File: config.mk
export PLATFORM = sky130hd
export DESIGN_NAME = sliced_alu
export DESIGN_NICKNAME = d
export VERILOG_FILES = /design/src/rtl/alu_pkg.sv /design/src/rtl/alu_bit_slice.sv /design/src/rtl/alu_zero_detect.sv /design/src/rtl/sliced_alu.sv
export SDC_FILE = /design/constraint.sdc
export NUM_CORES = 1
export LEC_CHECK = 0
export ABC_AREA = 1
export CAP_MARGIN = 25
export CORE_ASPECT_RATIO = 1.5
export CORE_MARGIN = 2
export CORE_UTILIZATION = 35
export DETAILED_ROUTE_END_ITERATION = 12
export GPL_ROUTABILITY_DRIVEN = 0
export PLACE_DENSITY = 0.72
export SETUP_SLACK_MARGIN = 0.4
export SYNTH_ARGS = -nofsm -noshare
export SYNTH_HDL_FRONTEND = slang
export SYNTH_SLANG_ARGS = --single-unit
File: constraint.sdc
create_clock -name vclk -period 34.7
set_input_delay 8.675 -clock vclk [all_inputs]
set_output_delay 8.675 -clock vclk [all_outputs]
set_load 0.005 [all_outputs]
File: src/rtl/alu_pkg.sv
package alu_pkg;

  // Operation codes; bit 2 negates the second operand and feeds carry-in.
  localparam logic [2:0] OP_AND = 3'b000;
  localparam logic [2:0] OP_OR  = 3'b001;
  localparam logic [2:0] OP_ADD = 3'b010;
  localparam logic [2:0] OP_SUB = 3'b110;
  localparam logic [2:0] OP_SLT = 3'b111;

  // Per-cell result selector, taken from the low two code bits.
  typedef enum logic [1:0] {
    SEL_AND  = 2'b00,
    SEL_OR   = 2'b01,
    SEL_SUM  = 2'b10,
    SEL_LESS = 2'b11
  } cell_sel_e;

endpackage

File: src/rtl/alu_bit_slice.sv
module alu_bit_slice
  import alu_pkg::*;
(
  input  logic      a_bit,
  input  logic      b_bit,
  input  logic      b_neg,
  input  logic      c_in,
  input  logic      less_in,
  input  cell_sel_e sel,
  input  logic      en,
  output logic      res_bit,
  output logic      sum_bit,
  output logic      c_out
);

  logic b_eff;
  logic half;

  always_comb begin
    b_eff   = b_bit ^ b_neg;
    half    = a_bit ^ b_eff;
    sum_bit = half ^ c_in;
    c_out   = (a_bit & b_eff) | (c_in & half);
  end

  always_comb begin
    res_bit = 1'b0;
    if (en) begin
      unique case (sel)
        SEL_AND:  res_bit = a_bit & b_bit;
        SEL_OR:   res_bit = a_bit | b_bit;
        SEL_SUM:  res_bit = sum_bit;
        SEL_LESS: res_bit = less_in;
        default:  res_bit = 1'b0;
      endcase
    end
  end

endmodule

File: src/rtl/alu_zero_detect.sv
module alu_zero_detect #(
  parameter int WIDTH = 32
) (
  input  logic [WIDTH-1:0] vec,
  output logic             all_clear
);

  always_comb begin
    all_clear = ~(|vec);
  end

endmodule

File: src/rtl/sliced_alu.sv
module sliced_alu
  import alu_pkg::*;
#(
  parameter int WIDTH = 32
) (
  input  logic [WIDTH-1:0] op_a,
  input  logic [WIDTH-1:0] op_b,
  input  logic [2:0]       op_sel,
  output logic [WIDTH-1:0] result,
  output logic             zero,
  output logic             overflow,
  output logic             carry_out
);

  localparam int MSB = WIDTH - 1;

  logic             code_ok;
  logic             is_arith;
  logic             b_neg;
  cell_sel_e        cell_sel;
  logic [WIDTH:0]   carry;
  logic [WIDTH-1:0] sum_w;
  logic             ovf_raw;
  logic             set_w;

  always_comb begin
    code_ok  = (op_sel == OP_AND) || (op_sel == OP_OR) || (op_sel == OP_ADD) ||
               (op_sel == OP_SUB) || (op_sel == OP_SLT);
    is_arith = (op_sel == OP_ADD) || (op_sel == OP_SUB);
    b_neg    = op_sel[2];
    cell_sel = cell_sel_e'(op_sel[1:0]);
  end

  assign carry[0] = b_neg;

  for (genvar i = 0; i < WIDTH; i++) begin : g_cell
    logic less_w;
    if (i == 0) begin : g_lsb
      assign less_w = set_w;
    end else begin : g_upper
      assign less_w = 1'b0;
    end

    alu_bit_slice u_cell (
      .a_bit   (op_a[i]),
      .b_bit   (op_b[i]),
      .b_neg   (b_neg),
      .c_in    (carry[i]),
      .less_in (less_w),
      .sel     (cell_sel),
      .en      (code_ok),
      .res_bit (result[i]),
      .sum_bit (sum_w[i]),
      .c_out   (carry[i+1])
    );
  end

  // Top-cell overflow and overflow-corrected sign for the compare.
  always_comb begin
    ovf_raw   = carry[MSB] ^ carry[WIDTH];
    set_w     = sum_w[MSB] ^ ovf_raw;
    overflow  = is_arith & ovf_raw;
    carry_out = is_arith & carry[WIDTH];
  end

  alu_zero_detect #(.WIDTH(WIDTH)) u_zero (
    .vec       (result),
    .all_clear (zero)
  );

  always_comb begin
    if (op_sel == OP_ADD) begin

      add_sum_chk: assert ({carry_out, result} == ({1'b0, op_a} + {1'b0, op_b}))
        else $error("add sum mismatch");
    end
    if (op_sel == OP_SUB) begin

      sub_diff_chk: assert (result == (op_a - op_b))
        else $error("subtract mismatch");
    end
    if (op_sel == OP_SLT) begin

      slt_upper_chk: assert (result[WIDTH-1:1] == '0)
        else $error("compare upper bits set");
    end
    if (!is_arith) begin

      no_overflow_chk: assert (!overflow && !carry_out)
        else $error("flag set outside add/sub");
    end
    if (!code_ok) begin

      unused_code_chk: assert (result == '0 && zero)
        else $error("unused code gave data");
    end
  end

endmodule

==> flow_metrics.tcl <==
set metrics [dict create \
    status "completed" \
    syn_area_sq_um 2560 \
    nNetsFinal 581 \
    post_cts_buffers 0 \
    cp-end-kind "output port" \
    drtIter0Drc 104 \
    setup_tns_ps 0 \
    grt_usage_pct 17.9 \
    power.switching_uw 29.2 \
    core_area_sq_um 7180 \
    max-slew-margin-rel_pct 35.0 \
    postRouteAntennaNets 0 \
    antenna_found_initial 0 \
    dp_hpwl_um 5940 \
    port_buffers 102 \
    whs_path_depth 6 \
    avgSynthCellArea_sq_um 6.00 \
    seq_area_sq_um 0 \
    grt_pass1_vias 2712 \
    power.leakage_nw 1.67 \
    comb_power_share_pct 100.0 \
    yosysSeqAreaShare_pct 0 \
    p_int_uw 28.5 \
    rsz0062_at_grt "no" \
    critPathKind "in2out" \
    ys.warnings.count 0 \
    max_stage_delay_ps 660 \
    post-place-ws_ps 3530 \
    n_sequential_cell 0 \
    swShare_pct 50.7 \
    synth_cell_types 21 \
    power_uw 57.7 \
    fin_crit_sh_pct 90.0 \
    slew_violations 0 \
    io-pin-count 102 \
    post-route-util_pct 46.9 \
    fp.dieH_um 109 \
    num-clock-buffers 0 \
    die-area_sq_um 8040 \
    post-route-min-period_ps 31230 \
    viasPerCell 4.68 \
    grt-ovfl-total 0 \
    path_max_fanout 33 \
    placedCellCount 580 \
    die_width_um 73.9 \
    wl_per_cell_um 12.5 \
    vias 2716 \
    cap_violations 0 \
    setup_viol 0 \
    start_util_pct 35.7 \
    cp_slowest_cell "buf_2" \
    cp.required_ps 26020 \
    hold_violations 0 \
    post_cts_resized 0 \
    seqPwrFrac_pct 0 \
    cellPowerDensity_nw_per_um2 17.1 \
    hold_class "in2out" \
    finalWirelength_um 7270 \
    drc 0 \
    grt_first_pass_wirelength_um 11700 \
    startpoint_type "primary input" \
    clkPwrFrac_pct 0 \
    irDropWorstVdd_v 0.00000829 \
    critPathMostFrequentCell "fa_1" \
    diodes 0 \
    cts_hold_buf 0 \
    timing.final.ws_setup_ps 3470 \
    dr.pass1.iters 4 \
    syn_nets 526 \
    area_delta_synth_final_pct 31.4 \
    arrival_ps 22550 \
    fmax_ghz 0.0320 \
    stdcell_count 580 \
    drive_above_1_share_pct 2.29 \
    grt_max_degree 34 \
    tightest_slew_ps 973 \
    syn_inst 427 \
    rows 38 \
]
-- power groups by stage --
stage | combinational [mW] | sequential, mW | clock, mW
detailed placement | 0.0578 | 0 | 0
floorplan | 0.0377 | 0 | 0
CTS | 0.0582 | 0 | 0
global placement | 0.0559 | 0 | 0
global route | 0.0655 | 0 | 0
finish | 0.0577 | 0 | 0
-- worst max-delay path: cells and delay by family --
| family | cells | cell delay, ps |
|---|---|---|
| fa+ha+maj | 31 | 11770 |
| simple gates | 6 | 450 |
| xor+xnor | 1 | 200 |
| compound gates | 1 | 90 |
| buf+inv | 6 | 1370 |
-- cell usage in the layout (no fill, tap or decap), drive strengths merged --
cell	instances
nand2	133
xor2	28
nand3	24
xnor2	3
a21oi	14
nor3	1
buf	3
or2	1
fa	32
clkdlybuf4s50	101
nand4	2
inv	62
o21ai	40
nor2	36
-- cell families (layout without fill, tap and decap cells) --
group           Yosys count  count (layout)  share of synthesized area (%)
fa+ha+maj                32              32                           25.0
simple gates            197             197                           31.0
xor+xnor                 31              31                           10.6
buf+inv                 113             166                           22.8
compound gates           54              54                           10.7
-- synth_stat cells --
master    instances  area (sq um)
or2_2             1          6.26
inv_2             2          7.51
fa_1             32           641
a21oi_2           1          8.76
buf_4            34           255
a21oi_1          13          65.1
xnor2_1           3          26.3
nand4_1           2          12.5
buf_2            13          65.1
nand2_1         132           495
nor3_1            1          5.00
buf_1             1          3.75
clkbuf_1          1          3.75
nand3_1          24           120
buf_6             2          22.5
nor2_1           33           124
xor2_1           28           245
nand2_4           1          11.3
nor2_2            3          18.8
inv_1            60           225
o21ai_0          40           200
-- path summary, 6_finish.rpt --
path / start / slack [ps] / to
worst max-delay path: op_sel[2] / 3470 / zero
worst min-delay path: op_b[16] / 18480 / result[16]
-- area by class of cell --
cell class / count / area (sq um)
fillers: 751 / 3810
multi-input cells: 314 / 1980
repair buffers: 104 / 1030
inverters: 62 / 233
well taps: 100 / 125
-- routing by layer --
layer	global-route usage [%]	up-vias	wire length [um]
met2	37.6	82	4220
met5	0	-	0
met3	0.832	6	266
li1	-	1363	-
met1	18.6	1265	2690
met4	3.38	0	95
-- metrics by stage --
step                      cell area, sq um  hold WS (ps)
after CTS                             3370         18480
final                                 3370         18480
after floorplan                       2560         17550
after detailed placement              3370         18480
after global routing                  3370         18510
after global placement                3370         18460
Power figures use the tool's default switching activity.
